File: src/rtl/cring_pkg.sv
// Package: shared types for the cached-head ring buffer.
// Assumes: nothing; holds only the controller state encoding.
package cring_pkg;

    // Controller phases: idle, waiting for a write ack, waiting for a read ack
    typedef enum logic [1:0] {
        CTL_IDLE    = 2'd0,
        CTL_WR_WAIT = 2'd1,
        CTL_RD_WAIT = 2'd2
    } ctl_state_e;

endpackage

File: src/rtl/cring_cell.sv
// Module: cring_cell
// One storage cell of the ring. It owns a fixed index CELL_ID and
// updates its value only when a write strobe carries that index.
// It drives its value onto its read output when the read index
// matches, and zero otherwise, so the parent can OR all cells together.
// Assumes: the contents after reset do not matter (no reset on the value).
module cring_cell #(
    parameter int DW      = 2,
    parameter int IDXW    = 2,
    parameter int CELL_ID = 1
) (
    input  logic            clk,
    input  logic            wr_go,
    input  logic [IDXW-1:0] wr_idx,
    input  logic [DW-1:0]   wr_data,
    input  logic [IDXW-1:0] rd_idx,
    output logic [DW-1:0]   rd_val
);

    localparam logic [IDXW-1:0] MY_IDX = IDXW'(CELL_ID);

    logic [DW-1:0] val_q;

    // Capture the write data when a strobe addresses this cell
    always_ff @(posedge clk) begin
        if (wr_go && (wr_idx == MY_IDX)) begin
            val_q <= wr_data;
        end
    end

    // Respond to a read only when addressed, else contribute zero
    always_comb begin
        rd_val = (rd_idx == MY_IDX) ? val_q : '0;
    end

endmodule

File: src/rtl/cring_store.sv
// Module: cring_store
// The ring of CAP-1 cells behind an indexed request/acknowledge port.
// A request seen with no ack pending is served on the next edge. The
// ack goes high for one cycle. A read returns the addressed cell's
// value together with its ack.
// Assumes: the requester holds the request, index and data stable
// until it sees the ack, and then drops the request.
module cring_store #(
    parameter int CAP = 4,
    parameter int DW  = 2,
    parameter int IDXW = (CAP > 2) ? $clog2(CAP) : 1
) (
    input  logic            clk,
    input  logic            rst_n,
    input  logic            wr_req,
    input  logic [IDXW-1:0] wr_idx,
    input  logic [DW-1:0]   wr_data,
    output logic            wr_ack,
    input  logic            rd_req,
    input  logic [IDXW-1:0] rd_idx,
    output logic            rd_ack,
    output logic [DW-1:0]   rd_data
);

    localparam int RING = CAP - 1;

    logic            wr_ack_q;
    logic            rd_ack_q;
    logic [DW-1:0]   rd_data_q;
    logic            wr_go;
    logic            rd_go;
    logic [DW-1:0]   cell_rd [RING];
    logic [DW-1:0]   rd_mux;

    // A request counts once: only while its ack is not yet showing
    always_comb begin
        wr_go = wr_req && !wr_ack_q;
        rd_go = rd_req && !rd_ack_q;
    end

    // One cell per ring slot, indexed from 1
    for (genvar g = 0; g < RING; g++) begin : g_cell
        cring_cell #(
            .DW     (DW),
            .IDXW   (IDXW),
            .CELL_ID(g + 1)
        ) u_cell (
            .clk    (clk),
            .wr_go  (wr_go),
            .wr_idx (wr_idx),
            .wr_data(wr_data),
            .rd_idx (rd_idx),
            .rd_val (cell_rd[g])
        );
    end

    // Merge cell responses; only the addressed cell is nonzero
    always_comb begin
        rd_mux = '0;
        for (int k = 0; k < RING; k++) begin
            rd_mux = rd_mux | cell_rd[k];
        end
    end

    // Acknowledge each new request one cycle later; capture read data
    always_ff @(posedge clk) begin
        if (!rst_n) begin
            wr_ack_q  <= 1'b0;
            rd_ack_q  <= 1'b0;
            rd_data_q <= '0;
        end else begin
            wr_ack_q <= wr_go;
            rd_ack_q <= rd_go;
            if (rd_go) begin
                rd_data_q <= rd_mux;
            end
        end
    end

    assign wr_ack  = wr_ack_q;
    assign rd_ack  = rd_ack_q;
    assign rd_data = rd_data_q;

endmodule

File: src/rtl/cring_ctrl.sv
// Module: cring_ctrl
// Buffer controller. It holds the head value in a cache register, an
// element count, and write (top) and read (bottom) ring indices. Input
// and output use valid/ready. Anything beyond the head goes through
// the ring's indexed request/acknowledge port. While a ring request
// is open, both handshakes are closed. When both sides are offered in
// the same cycle, the output side wins.
// Assumes: CAP >= 2; the ring acknowledges every request eventually.
module cring_ctrl
    import cring_pkg::*;
#(
    parameter int CAP  = 4,
    parameter int DW   = 2,
    parameter int IDXW = (CAP > 2) ? $clog2(CAP) : 1,
    parameter int CNTW = $clog2(CAP + 1)
) (
    input  logic            clk,
    input  logic            rst_n,
    input  logic            in_valid,
    input  logic [DW-1:0]   in_data,
    output logic            in_ready,
    output logic            out_valid,
    output logic [DW-1:0]   out_data,
    input  logic            out_ready,
    output logic            wr_req,
    output logic [IDXW-1:0] wr_idx,
    output logic [DW-1:0]   wr_data,
    input  logic            wr_ack,
    output logic            rd_req,
    output logic [IDXW-1:0] rd_idx,
    input  logic            rd_ack,
    input  logic [DW-1:0]   rd_data,
    output logic [CNTW-1:0] size_o,
    output logic [IDXW-1:0] top_o,
    output logic [IDXW-1:0] bot_o
);

    localparam int              RING     = CAP - 1;
    localparam logic [CNTW-1:0] CNT_FULL = CNTW'(CAP);
    localparam logic [CNTW-1:0] CNT_ONE  = CNTW'(1);
    localparam logic [IDXW-1:0] IDX_LAST = IDXW'(RING);
    localparam logic [IDXW-1:0] IDX_ONE  = IDXW'(1);

    ctl_state_e      state_q;
    logic [DW-1:0]   cache_q;
    logic [CNTW-1:0] size_q;
    logic [IDXW-1:0] top_q;
    logic [IDXW-1:0] bot_q;
    logic            wr_req_q;
    logic            rd_req_q;
    logic [IDXW-1:0] wr_idx_q;
    logic [IDXW-1:0] rd_idx_q;
    logic [DW-1:0]   wr_data_q;
    logic            idle;
    logic            out_fire;
    logic            in_fire;

    // Next ring index, wrapping from the last cell back to cell 1
    function automatic logic [IDXW-1:0] idx_next(input logic [IDXW-1:0] i);
        idx_next = (i == IDX_LAST) ? IDX_ONE : i + IDX_ONE;
    endfunction

    // Handshake gating: idle only, count-based, output has priority
    always_comb begin
        idle      = (state_q == CTL_IDLE);
        out_valid = idle && (size_q != '0);
        out_fire  = out_valid && out_ready;
        in_ready  = idle && (size_q < CNT_FULL) && !out_fire;
        in_fire   = in_valid && in_ready;
    end

    // Main sequencer: handshakes, ring transactions, count and indices
    always_ff @(posedge clk) begin
        if (!rst_n) begin
            state_q   <= CTL_IDLE;
            cache_q   <= '0;
            size_q    <= '0;
            top_q     <= IDX_ONE;
            bot_q     <= IDX_ONE;
            wr_req_q  <= 1'b0;
            rd_req_q  <= 1'b0;
            wr_idx_q  <= IDX_ONE;
            rd_idx_q  <= IDX_ONE;
            wr_data_q <= '0;
        end else begin
            unique case (state_q)
                CTL_IDLE: begin
                    if (out_fire) begin
                        if (size_q == CNT_ONE) begin
                            size_q <= '0;
                        end else begin
                            rd_req_q <= 1'b1;
                            rd_idx_q <= bot_q;
                            state_q  <= CTL_RD_WAIT;
                        end
                    end else if (in_fire) begin
                        if (size_q == '0) begin
                            cache_q <= in_data;
                            size_q  <= CNT_ONE;
                        end else begin
                            wr_req_q  <= 1'b1;
                            wr_idx_q  <= top_q;
                            wr_data_q <= in_data;
                            state_q   <= CTL_WR_WAIT;
                        end
                    end
                end
                CTL_WR_WAIT: begin
                    if (wr_ack) begin
                        wr_req_q <= 1'b0;
                        size_q   <= size_q + CNT_ONE;
                        top_q    <= idx_next(top_q);
                        state_q  <= CTL_IDLE;
                    end
                end
                CTL_RD_WAIT: begin
                    if (rd_ack) begin
                        rd_req_q <= 1'b0;
                        cache_q  <= rd_data;
                        size_q   <= size_q - CNT_ONE;
                        bot_q    <= idx_next(bot_q);
                        state_q  <= CTL_IDLE;
                    end
                end
                default: begin
                    state_q <= CTL_IDLE;
                end
            endcase
        end
    end

    assign out_data = cache_q;
    assign wr_req   = wr_req_q;
    assign wr_idx   = wr_idx_q;
    assign wr_data  = wr_data_q;
    assign rd_req   = rd_req_q;
    assign rd_idx   = rd_idx_q;
    assign size_o   = size_q;
    assign top_o    = top_q;
    assign bot_o    = bot_q;

endmodule

File: src/rtl/cring_fifo.sv
// Module: cring_fifo (top)
// Bounded FIFO of CAP values of DW bits. It joins the controller
// (head cache, count, indices) to the ring of CAP-1 cells over an
// internal indexed request/acknowledge link.
// Assumes: CAP >= 2; synchronous active-low reset.
module cring_fifo #(
    parameter int CAP = 4,
    parameter int DW  = 2
) (
    input  logic          clk,
    input  logic          rst_n,
    input  logic          in_valid,
    input  logic [DW-1:0] in_data,
    output logic          in_ready,
    output logic          out_valid,
    output logic [DW-1:0] out_data,
    input  logic          out_ready
);

    localparam int IDXW = (CAP > 2) ? $clog2(CAP) : 1;
    localparam int CNTW = $clog2(CAP + 1);

    logic            wr_req;
    logic [IDXW-1:0] wr_idx;
    logic [DW-1:0]   wr_data;
    logic            wr_ack;
    logic            rd_req;
    logic [IDXW-1:0] rd_idx;
    logic            rd_ack;
    logic [DW-1:0]   rd_data;
    logic [CNTW-1:0] size_w;
    logic [IDXW-1:0] top_w;
    logic [IDXW-1:0] bot_w;

    // Controller: handshakes, head cache, count and indices
    cring_ctrl #(
        .CAP (CAP),
        .DW  (DW),
        .IDXW(IDXW),
        .CNTW(CNTW)
    ) u_ctrl (
        .clk      (clk),
        .rst_n    (rst_n),
        .in_valid (in_valid),
        .in_data  (in_data),
        .in_ready (in_ready),
        .out_valid(out_valid),
        .out_data (out_data),
        .out_ready(out_ready),
        .wr_req   (wr_req),
        .wr_idx   (wr_idx),
        .wr_data  (wr_data),
        .wr_ack   (wr_ack),
        .rd_req   (rd_req),
        .rd_idx   (rd_idx),
        .rd_ack   (rd_ack),
        .rd_data  (rd_data),
        .size_o   (size_w),
        .top_o    (top_w),
        .bot_o    (bot_w)
    );

    // Ring of cells behind the request/acknowledge link
    cring_store #(
        .CAP (CAP),
        .DW  (DW),
        .IDXW(IDXW)
    ) u_store (
        .clk    (clk),
        .rst_n  (rst_n),
        .wr_req (wr_req),
        .wr_idx (wr_idx),
        .wr_data(wr_data),
        .wr_ack (wr_ack),
        .rd_req (rd_req),
        .rd_idx (rd_idx),
        .rd_ack (rd_ack),
        .rd_data(rd_data)
    );

endmodule

File: config.mk
export PLATFORM = sky130hd
export DESIGN_NAME = cring_fifo
export DESIGN_NICKNAME = d
export VERILOG_FILES = /design/src/rtl/cring_pkg.sv /design/src/rtl/cring_cell.sv /design/src/rtl/cring_store.sv /design/src/rtl/cring_ctrl.sv /design/src/rtl/cring_fifo.sv
export SDC_FILE = /design/constraint.sdc
export NUM_CORES = 1
export LEC_CHECK = 0
export ABC_CLOCK_PERIOD_IN_PS = 4700
export BUFFER_PORTS_ARGS = -buffer_cell sky130_fd_sc_hd__clkbuf_2
export CAP_MARGIN = 20
export CORE_MARGIN = 4
export CORE_UTILIZATION = 25
export DETAILED_ROUTE_END_ITERATION = 8
export PLACE_DENSITY = 0.46
export RECOVER_POWER = 100
export SLEW_MARGIN = 40
export SYNTH_ARGS = -nofsm -noshare
export SYNTH_HDL_FRONTEND = slang
export SYNTH_SLANG_ARGS = --single-unit
File: constraint.sdc
create_clock -name clk -period 4.7 [get_ports clk]
set_clock_uncertainty 0.1 [all_clocks]
set_input_delay 0.94 -clock clk [delete_from_list [all_inputs] [get_ports clk]]
set_output_delay 0.94 -clock clk [all_outputs]
set_load 0.02 [all_outputs]
### After elaboration in Yosys (flattened, before gate mapping)

Cells that the tools add are included.
W data, S select, Z words.

* add/subtract/negate cells: 4
* multiply operators: 0
* divide/modulo/power cells: 0
* magnitude comparators: 1
* eq/ne operators: 24
* shift-type cells: 0
* mux-type cells: 33
* bitwise operators: 5
* reductions and logical operators: 28

Operators with widths (number)
* $mux W2: 15
* $mux W3: 6
* $ne A3 B3 Y1 const B: 5
* $reduce_and A5 Y1: 3
* $eq A2 B2 Y1 const B: 7
* $ne A2 B2 Y1 const B: 6
* $logic_and A1 B1 Y1: 10
* $pmux W3 S3: 1
* $reduce_and A4 Y1: 2
* $mux W1: 7
* $eq A2 B1 Y1 const B: 3
* $pmux W2 S3: 1
* $reduce_and A6 Y1: 1
* $reduce_bool A3 Y1: 2
* $add A2 B1 Y2 const B: 2
* $ne A2 B1 Y1 const B: 2
* $or A2 B2 Y2: 2
* $pmux W1 S2: 2
* $pmux W2 S2: 1
* $reduce_and A2 Y1: 2
* $reduce_bool A2 Y1: 2
* $add A3 B1 Y3 const B: 1
* $eq A3 B1 Y1 const B: 1
* $logic_not A1 Y1: 3
* 6 further kinds: 8

* flip-flop bits (word level): 29
* bits in latches: 0
* bits in writable memories: 0
* bits in read-only memories: 0
* bits of input ports: 6
* logic and storage cells: 111
* memories: 0

### Logic depth before layout (Yosys ltp)

Gate-level depths: netlist (run 1).

* depth in word-level cells: 9
* depth in mapped cells: 7
* gate-level depth less buffers: 6

### Hierarchy

Synthesis (run 1) repeated with hierarchy kept, for this count alone.

* cells, all modules: 151
* area, all modules: 1522.7 um^2

Modules (own cells, without submodules)
* cring_ctrl: times used 1, cells each 124, area each 1121.1 um^2, seq. area each 380.4 um^2
* cring_cell (u_store.g_cell[0].u_cell ...): times used 2, cells each 5, area each 86.3 um^2, seq. area each 60.1 um^2
* cring_store: times used 1, cells each 12, area each 150.1 um^2, seq. area each 80.1 um^2
* cring_cell (u_store.g_cell[2].u_cell): times used 1, cells each 5, area each 78.8 um^2, seq. area each 60.1 um^2

### Worst setup path before layout (run 1)

Ideal clock, no wire load.

* kind: input -> output
* start: in out_ready
* end: out in_ready
* arrival time: 1.417 ns
* data required time: 3.660 ns
* path slack: 2.243 ns
* stages: 3
* cells stage by stage: nand2_2 > o21ai_1 > nor2_1

* cells in the longest elaborated chain, start to end: 3

RTL lines
* from (decl): RTL line cring_fifo.sv:17 `input logic out_ready`
* $logic_and A1 B1 Y1: RTL line cring_ctrl.sv:67 `out_fire = out_valid && out_ready;`
* $logic_not A1 Y1: RTL line cring_ctrl.sv:68 `in_ready = idle && (size_q < CNT_FULL) && !out_fire;`
* $logic_and A1 B1 Y1: RTL line cring_ctrl.sv:68
* to (decl): RTL line cring_fifo.sv:14 `output logic in_ready,`

No other way between the ends.

### Worst setup path in the final report (run 1)

* start: reg u_ctrl.size_q[0], in the netlist u_ctrl.size_o[0]
* end: out in_ready

* cells in the longest elaborated chain, start to end: 5

RTL lines
* from (decl): RTL line cring_ctrl.sv:46 `logic [CNTW-1:0] size_q;`
* from (signal assigned): RTL line cring_ctrl.sv:111 `size_q <= size_q + CNT_ONE;`
* from (signal assigned): RTL line cring_ctrl.sv:120 `size_q <= size_q - CNT_ONE;`
* branches (longest 4 deep; another with $lt A3 B3 Y1)
* $logic_and A1 B1 Y1 *: RTL line cring_ctrl.sv:68

Every way passes the cells marked *.

==> results.cfg, run 1 <==
[run_status]
status = finished clean

[critical_path]
path_cells = inv_1 > ha_1 > and2b_1 > o21ai_0 > nor2_1 > clkbuf_2
required_ps = 3660
arrival_ps = 1860
cp_top_family = flip-flops
slowest_stage = dfxtp_1
worst-path-buf-inv = 2
crit_path_start_kind = flip-flop
cpPeakStageDelay_ps = 400
path_class = reg2out
critical_path.endpoint_type = output port
cp_max_fo = 6

[global_routing]
track_usage = 0.0913
grt_max_degree = 17
overflow = 0
grt_pass1_wl_mm = 5.09
antenna_found_initial = 0
grt_pass1_vias = 1073

[timing]
finalHoldViolCount = 0
rsz0062_at_grt = no
final-setup-viol-count = 0
min_period_over_period = 0.616
fmax_mhz = 345
fin_crit_ps = 2900
setup_tns_ps = 0
setup_slack_ps = 1800
worst_pin_slew_ps = 702
slew_viol_final = 0
max-slew-margin-rel = 0.532

[clock_tree]
cts_max_level = 2
numCtsBuffers = 5
post_cts_buffers = 0
cts.path.max_buffers = 2
holdBufCountCts = 0
cts_tree = done
insertion_delay_ps = 280
cts_sinks = 29
cts_root_buf = clkbuf_8
cts.repair.resized = 0
clkTransAtPathRegs_ps = 60

[synth]
ys.flop_type = dfxtp_1
synth_warnings = 0
async_reset_ff_frac = 0
syn_inst = 150
synth-seq-area-share = 0.439
synth_area_um2 = 1460
avgSynthCellArea_um2 = 9.73
synth_seq_cells = 29
synth-edff-count = 6
synthesis.nets = 165
synth.distinct_cells = 43

[detailed_routing]
wl_per_cell_um = 12.7
wl_mm = 2.97
drtPass1Iterations = 4
drc = 0
viasPerCell = 4.74
postRouteAntennaNets = 0
drtIter0Drc = 108
vias = 1109

[finish]
multi_input_area_um2 = 742
diodes = 0
postLayoutCoreUtil = 0.297
fillers = 607
layout.nets = 176
seqCellArea_um2 = 641
instances_no_fill = 234
layout_commonest_cell = dfxtp_1
area_growth_pct = 13.5
final_layout_size_suffix_gt1_frac = 0.111
final_cell_mix = 23 x dfxtp_1, 17 x nor2_1, 12 x nand2_1, 12 x mux2i_1

[pwr]
p_leak_nw = 0.663
power_switching_mw = 0.343
p_sw_frac = 0.369
vdd_drop_max_v = 0.000135
internal_power_mw = 0.586
combPwrFrac = 0.391
pwr-share-seq = 0.341
clockPowerShare = 0.268
powerDensity_nw_per_um2 = 561

[job]
maxCapViolCount = 0

[placement]
dp.cells = 226
place_ws_ps = 2000
numPortBuffers = 9
dp.final_hpwl_mm = 2.22
gp_congestion = 0.767

[hold_path]
hold_class = reg2reg

[die]
die_x_um = 84.4
io-pin-count = 10
rows = 27
start_util = 0.262
fp.dieH_um = 84.4
core_um2 = 5570
die-area_um2 = 7130
## stage by stage
step | area, µm² | hold WS [ps] | total power [mW]
final | 1660 | 386 | 0.930
after global routing | 1660 | 416 | 0.995
after CTS | 1680 | 388 | 0.953
after detailed placement | 1570 | 372 | 0.701
after global placement | 1570 | 362 | 0.698
after floorplan | 1460 | 332 | 0.611
## tightest hold or removal path, cell delays in order (launching register included)
cell and delay, ps:
dfxtp_1 320, nand2_1 60, mux2i_1 60
## state kept, by name, summed over array words and instances, names as in the netlist, 2 cells and up
signal and cells:
u_ctrl.size_o 3, u_ctrl.wr_idx 2, u_store.rd_data 2, u_ctrl.top_o 2
u_ctrl.out_data 2, u_ctrl.wr_data 2, u_ctrl.state_q 2, u_ctrl.rd_idx 2
u_store.g_cell.u_cell.val_q 6, u_ctrl.bot_o 2
## synth_stat cells, types with 4 or more instances
cell,instances,area (µm²)
nor2_1,17,63.8
o21ai_0,4,20.0
dfxtp_1,23,460
edfxtp_1,6,180
ha_1,9,113
a21oi_1,6,30.0
inv_1,9,33.8
mux2i_1,12,120
nor2b_1,5,31.3
nand2_1,12,45.0
a211oi_1,4,30.0
## worst paths after layout
path / start / end / slack, ps / cells past startpoint
setup / recovery: u_ctrl.size_o[0] / in_ready / 1800 / 6
setup reg to reg: u_ctrl.size_o[0] / u_ctrl.rd_idx[0] / 2790 / 6
hold reg to reg: u_ctrl.size_o[1] / u_ctrl.size_o[1] / 390 / 2
hold / removal: u_ctrl.size_o[1] / u_ctrl.size_o[1] / 390 / 2
## cell families (layout without fill, tap and decap cells)
kind of cell	Yosys count	count (layout)	share of synthesized area
fa+ha+maj	9	9	0.0771
simple gates	51	51	0.183
buf+inv	15	27	0.0428
flops	29	29	0.439
compound gates	32	32	0.160
mux	14	14	0.0977
## power by group through the flow
stage,sequential [mW],clock [mW],combinational (mW)
6_report,0.317,0.249,0.363
5_1_grt,0.322,0.269,0.404
4_1_cts,0.318,0.255,0.380
3_5_place_dp,0.323,0,0.379
3_3_place_gp,0.321,0,0.377
2_1_floorplan,0.327,0,0.285
## layout make-up
type / count / area share
multi-input cells: 106 / 0.448
flip-flops and latches: 29 / 0.387
well taps: 72 / 0.0544
clock buffers: 6 / 0.0438
repair buffers: 9 / 0.0242
inverters: 10 / 0.0227
clock inverters: 2 / 0.0204
## per-layer routing
| metal | wire length (µm) | vias up | GRT usage |
|---|---|---|---|
| li1 | - | 551 | - |
| met1 | 1370 | 528 | 0.104 |
| met2 | 1430 | 25 | 0.149 |
| met3 | 120 | 5 | 0.0304 |
| met4 | 54 | 0 | 0.0518 |
| met5 | 0 | - | 0 |
Power figures use the tool's default switching activity.
==> run 2, diff against run 1 <==
ABC_AREA = 1   (was unset)
ABC_CLOCK_PERIOD_IN_PS = 2900   (was 4700)
clock period = 2.9 ns   (was 4.7 ns; I/O delays follow)
==> run 2 against run 1 <==
  * Die area is 2.9% higher
  * Sequential power is 81% higher
  * Sequential cell count stayed put
  * Critical path type unchanged
  * Core utilization is 0.79 points lower
  * First-iteration DRC count is 60% lower
  * Largest cell class unchanged
  * Final cell count is 19% higher
  * Global-route usage is 1.1 points higher
  * Area after synthesis is 3.3% higher
  * Power is 89% higher
  * Cell area is 2.8% higher
  * Worst setup slack worse by 1500 ps
  * Clock-buffer cell count is 1 higher
==> results.cfg, run 2 <==
[critical_path]
cpPeakStageDelay_ps = 380
cp_top_family = buffers and inverters
cp_common_cell = inv_1
arrival_ps = 1870
path_class = reg2out
critical_path.endpoint_type = output port
path_cells = inv_1 > ha_1 > inv_1 > nor2_1 > nand2_1 > inv_1 > clkbuf_1
crit_path_start_kind = flip-flop
required_ps = 2220
slowest_stage = ha_1
cp_max_fo = 8
worst-path-buf-inv = 4

[synth]
syn_inst = 190
synth_adder_area_share = 0.0747
netlist.area_leader.share = 0.305
synth_seq_cells = 29
synthMuxAreaShare = 0.0133
synth-seq-area-share = 0.425
synth_top_family_by_area = simple AND/OR/NAND/NOR gates
yosysMostFrequentCell = nand2_1
synth_area_leader_cell = dfxtp_1
synth.distinct_cells = 25
synth_compound_area_frac = 0.129
synthSimpleGateAreaFrac = 0.277
ys.flop_type = dfxtp_1
synthesis.nets = 205
synth_area_leaders = dfxtp_1 31%, edfxtp_1 12%, nand2_1 8.5%
synth-edff-count = 6
synth_area_um2 = 1510
synth-xor-area-share = 0
synth_common_cells = 34 x nand2_1, 24 x inv_1, 23 x dfxtp_1
synth_warnings = 0
avgSynthCellArea_um2 = 7.94
async_reset_ff_frac = 0

[placement]
place_ws_ps = 702
dpl-instance-area_um2 = 1630
gp_congestion = 0.817
dp.final_hpwl_mm = 2.47
dp.cells = 271
numPortBuffers = 9

[die]
rows = 28
fp.dieH_um = 85.7
start_util = 0.256
core_um2 = 5890
die-area_um2 = 7340
io-pin-count = 10
die_x_um = 85.7

[detailed_routing]
wl_met3_um = 91
route.met2.wl_mm = 1.43
postRouteAntennaNets = 0
vias = 1206
wl_met1_mm = 1.72
wl_per_cell_um = 11.8
drtIter0Drc = 43
drtPass1Iterations = 4
viasPerCell = 4.32
wl_mm = 3.28
drc = 0
highest_layer = met4

[clock_tree]
clkTransAtPathRegs_ps = 70
cts_tree = done
cts_root_buf = clkbuf_8
cts_sinks = 29
cts.repair.resized = 0
post_cts_buffers = 0
cts.path.max_buffers = 2
holdBufCountCts = 0
insertion_delay_ps = 280
cts_max_level = 2
numCtsBuffers = 5

[pwr]
power.total_mw = 1.76
vdd_drop_max_v = 0.000516
powerDensity_nw_per_um2 = 1030
p_leak_nw = 0.712

[timing]
worst_pin_slew_ps = 746
slew_viol_final = 0
rsz0062_at_grt = no
holdWs_ps = 362
fmax_mhz = 392
max-slew-margin-rel = 0.502
setup_slack_ps = 350
min_period_over_period = 0.879
finalHoldViolCount = 0
fin_crit_ps = 2550
setup_tns_ps = 0
final-setup-viol-count = 0

[global_routing]
grt_max_degree = 17
overflow = 0
grt_pass1_vias = 1232
grt_pass1_wl_mm = 5.84
track_usage = 0.102
antenna_found_initial = 0

[finish]
postLayoutCoreUtil = 0.289
largest_reg_flops = 6
instances_no_fill = 279
diodes = 0
layout.nets = 218
layout_commonest_cell = nand2_1
top_register = u_store.g_cell.u_cell.val_q
final_cell_mix = 36 x nand2_1, 25 x inv_1, 23 x dfxtp_1, 21 x nor2_1, 20 x nand3_1
final_layout_size_suffix_gt1_frac = 0.0931
stdcell_area_um2 = 1700
area_growth_pct = 12.9

[run_status]
status = finished clean

[job]
maxCapViolCount = 0

[hold_path]
hold_class = reg2reg
run 2: cell count changes in the layout (fill, tap and decap cells not counted), sizes merged, moves of 3 or more:
cell	before	now
nand2	13	37
nor3	2	5
a21oi	7	17
inv	10	27
nand3	2	23
nand4	1	4
nor2b	6	0
a211oi	4	0
nor2	17	21
o21ai	5	9
mux2i	12	2
run 2: layout make-up:
class	count	area (µm²)
fill	655	4180
multi-input combinational	131	712
sequential	29	641
inverter	27	101
tap	75	93.8
clock buffer	7	86.3
timing repair buffer	9	38.8
clock inverter	1	30.0
run 2: tightest hold or removal path: cells and delay by family, from the launching register on:
kind	cells	cell delay (ps)
buf+inv	1	60
simple gates	1	50
flops	1	310
run 2: power breakdown:
| part | total [mW] | leakage [nW] | switching [mW] | internal (mW) |
|---|---|---|---|---|
| combinational | 0.748 | 0.410 | 0.509 | 0.239 |
| clock | 0.435 | 0.0585 | 0.156 | 0.280 |
| sequential | 0.575 | 0.244 | 0.0669 | 0.508 |
run 2: cells by family (layout without fill, tap and decap cells):
| group | Yosys count | count (layout) |
|---|---|---|
| muxes | 2 | 2 |
| and+or+nand+nor | 90 | 90 |
| buffers and inverters | 30 | 44 |
| AOI/OAI and AO/OA | 30 | 30 |
| adders and majority gates | 9 | 9 |
| DFF | 29 | 29 |
run 2: final timing paths:
kind                           from                end  slack (ps)  cells after the start
setup / recovery  u_ctrl.state_q[0]           in_ready         350                      7
hold / removal        u_ctrl.rd_req     u_store.rd_ack         360                      2
setup reg to reg   u_ctrl.size_o[0]  u_ctrl.state_q[1]         980                      7
hold reg to reg       u_ctrl.rd_req     u_store.rd_ack         360                      2
run 2: per-layer routing:
layer,vias up,global-route usage
met3,5,0.0307
met5,-,0
li1,653,-
met4,0,0.0388
met1,537,0.139
met2,11,0.152
==> run 3, diff against run 2 <==
SYNTH_HIERARCHICAL = 1   (was unset)
==> run 3 against run 2 <==
  * Worst hold slack better by 13 ps
  * Area after synthesis grew 7.1%
  * Global-route usage down 0.15 points
  * Critical path type unchanged
==> results.cfg, run 3 <==
[clock_tree]
holdBufCountCts = 0
clkTransAtPathRegs_ps = 70
post_cts_buffers = 0
numCtsBuffers = 5
cts.repair.resized = 0
cts_tree = done
cts_root_buf = clkbuf_8
cts_max_level = 2
cts_sinks = 29
insertion_delay_ps = 280
cts.path.max_buffers = 2

[global_routing]
grt_pass1_wl_mm = 5.97
antenna_found_initial = 0
grt.busiest_layer = met2
track_usage = 0.101
overflow = 0
grtUsageMet3 = 0.0242
use_met1 = 0.133
grt_max_degree = 19
met2_usage = 0.156
grt_pass1_vias = 1294

[die]
die-area_um2 = 7810
rows = 29
fp.dieH_um = 88.4
die_x_um = 88.4
io-pin-count = 10
core_um2 = 6310
start_util = 0.256

[synth]
synth-seq-area-share = 0.397
async_reset_ff_frac = 0
yosysMostFrequentCell = nand2_1
synth_adder_area_share = 0.0775
synth_area_um2 = 1620
synth-edff-count = 6
synth-xor-area-share = 0
avgSynthCellArea_um2 = 7.05
ys.flop_type = dfxtp_1
synth_warnings = 6
synth_area_leader_cell = dfxtp_1
synthesis.nets = 245
synthSimpleGateAreaFrac = 0.308
synth_compound_area_frac = 0.0968
synth_area_leaders = dfxtp_1 29%, nand2_1 13%, edfxtp_1 11%
synth_seq_cells = 29
synth_top_family_by_area = simple AND/OR/NAND/NOR gates
synth.distinct_cells = 24
synthMuxAreaShare = 0
synth_common_cells = 54 x nand2_1, 43 x inv_1, 42 x nor2_1
syn_inst = 229
netlist.area_leader.share = 0.285

[detailed_routing]
vias = 1320
wl_per_cell_um = 10.8
postRouteAntennaNets = 0
viasPerCell = 4.13
wl_mm = 3.45
drtPass1Iterations = 4
drc = 0
drtIter0Drc = 76

[critical_path]
startpoint = u_ctrl/state_q[0]
r2r_start = u_ctrl/state_q[0]
cp_common_cell = inv_1
cpPeakStageDelay_ps = 360
crit_path_start_kind = flip-flop
cp_top_family = buffers and inverters
reg2reg_to = u_ctrl/rd_idx[1]
cp_max_fo = 8
path_cells = inv_1 > ha_1 > nand3_1 > nand2_1 > inv_1 > clkbuf_1
worst-path-buf-inv = 3
slowest_stage = dfxtp_1
arrival_ps = 1730
critical_path.endpoint_type = output port
r2r_setup_slack_ps = 980
path_class = reg2out
rr_worst_depth = 6
required_ps = 2220

[timing]
fin_crit_ps = 2410
finalHoldViolCount = 0
max-slew-margin-rel = 0.475
slew_viol_final = 0
worst_pin_slew_ps = 788
holdWs_ps = 375
final-setup-viol-count = 0
min_period_over_period = 0.832
rsz0062_at_grt = no
fmax_mhz = 415
setup_tns_ps = 0

[finish]
diodes = 0
multi_input_area_um2 = 748
fillers = 739
top_register = u_store/g_cell.u_cell/val_q
final_layout_size_suffix_gt1_frac = 0.0823
layout.nets = 258
layout_commonest_cell = nand2_1
area_growth_pct = 12.2
final_cell_mix = 55 x nand2_1, 43 x inv_1, 42 x nor2_1, 23 x dfxtp_1
largest_reg_flops = 6
seqCellArea_um2 = 641

[pwr]
powerDensity_nw_per_um2 = 1010
p_leak_nw = 0.869
vdd_drop_max_v = 0.000393

[placement]
gp_congestion = 0.769
numPortBuffers = 9
dp.final_hpwl_mm = 2.61

[job]
maxCapViolCount = 0

[hold_path]
min_to = u_store/wr_ack
min_from = u_ctrl/wr_req
hold_class = reg2reg
holdPathStages = 2

[run_status]
status = finished clean
[run 3: through the flow]
step | cell area (µm²) | power, mW | worst slack [ps] | util | instances
after floorplan | 1620 | 1.26 | 1120 | - | 229
after global placement | 1730 | 1.45 | 861 | 0.274 | 312
after detailed placement | 1730 | 1.44 | 828 | 0.274 | 312
after CTS | 1850 | 1.89 | 510 | 0.293 | 320
after global routing | 1810 | 2.02 | 345 | 0.287 | 320
final | 1810 | 1.82 | 488 | 0.287 | 320
[run 3: worst max-delay path by stage]
stage,cells after the start,end
6_report,6,in_ready
5_1_grt,7,in_ready
4_1_cts,7,in_ready
3_5_place_dp,7,in_ready
3_3_place_gp,7,in_ready
2_1_floorplan,7,in_ready
[run 3: tightest hold or removal path: stages (launching register included)]
cell	delay, ps
dfxtp_1	320
inv_1	70
nor3_1	50
[run 3: cells by family (layout without fill, tap and decap cells)]
group / after synthesis / count (layout)
compound gates: 26 / 26
fa+ha+maj: 10 / 10
buf+inv: 48 / 62
flops: 29 / 29
simple gates: 116 / 116
[run 3: power by group]
part	internal (mW)	switching [mW]	total, mW
sequential	0.519	0.0772	0.596
combinational	0.265	0.524	0.789
clock	0.280	0.156	0.436
total	1.06	0.757	1.82
[run 3: layer usage]
layer	vias to the layer above	part of all wire	wire length [µm]
li1	719	-	-
met1	577	0.50	1730
met2	18	0.45	1540
met3	6	0.029	99
met4	0	0.022	77
met5	-	0	0
[run 3: area by class of cell]
| class | instances | area share |
|---|---|---|
| Multi-Input combinational cell | 152 | 0.413 |
| Inverter | 45 | 0.0946 |
| Tap cell | 77 | 0.0532 |
| Timing Repair Buffer | 9 | 0.0214 |
| Clock inverter | 1 | 0.0166 |
| Sequential cell | 29 | 0.354 |
| Clock buffer | 7 | 0.0477 |
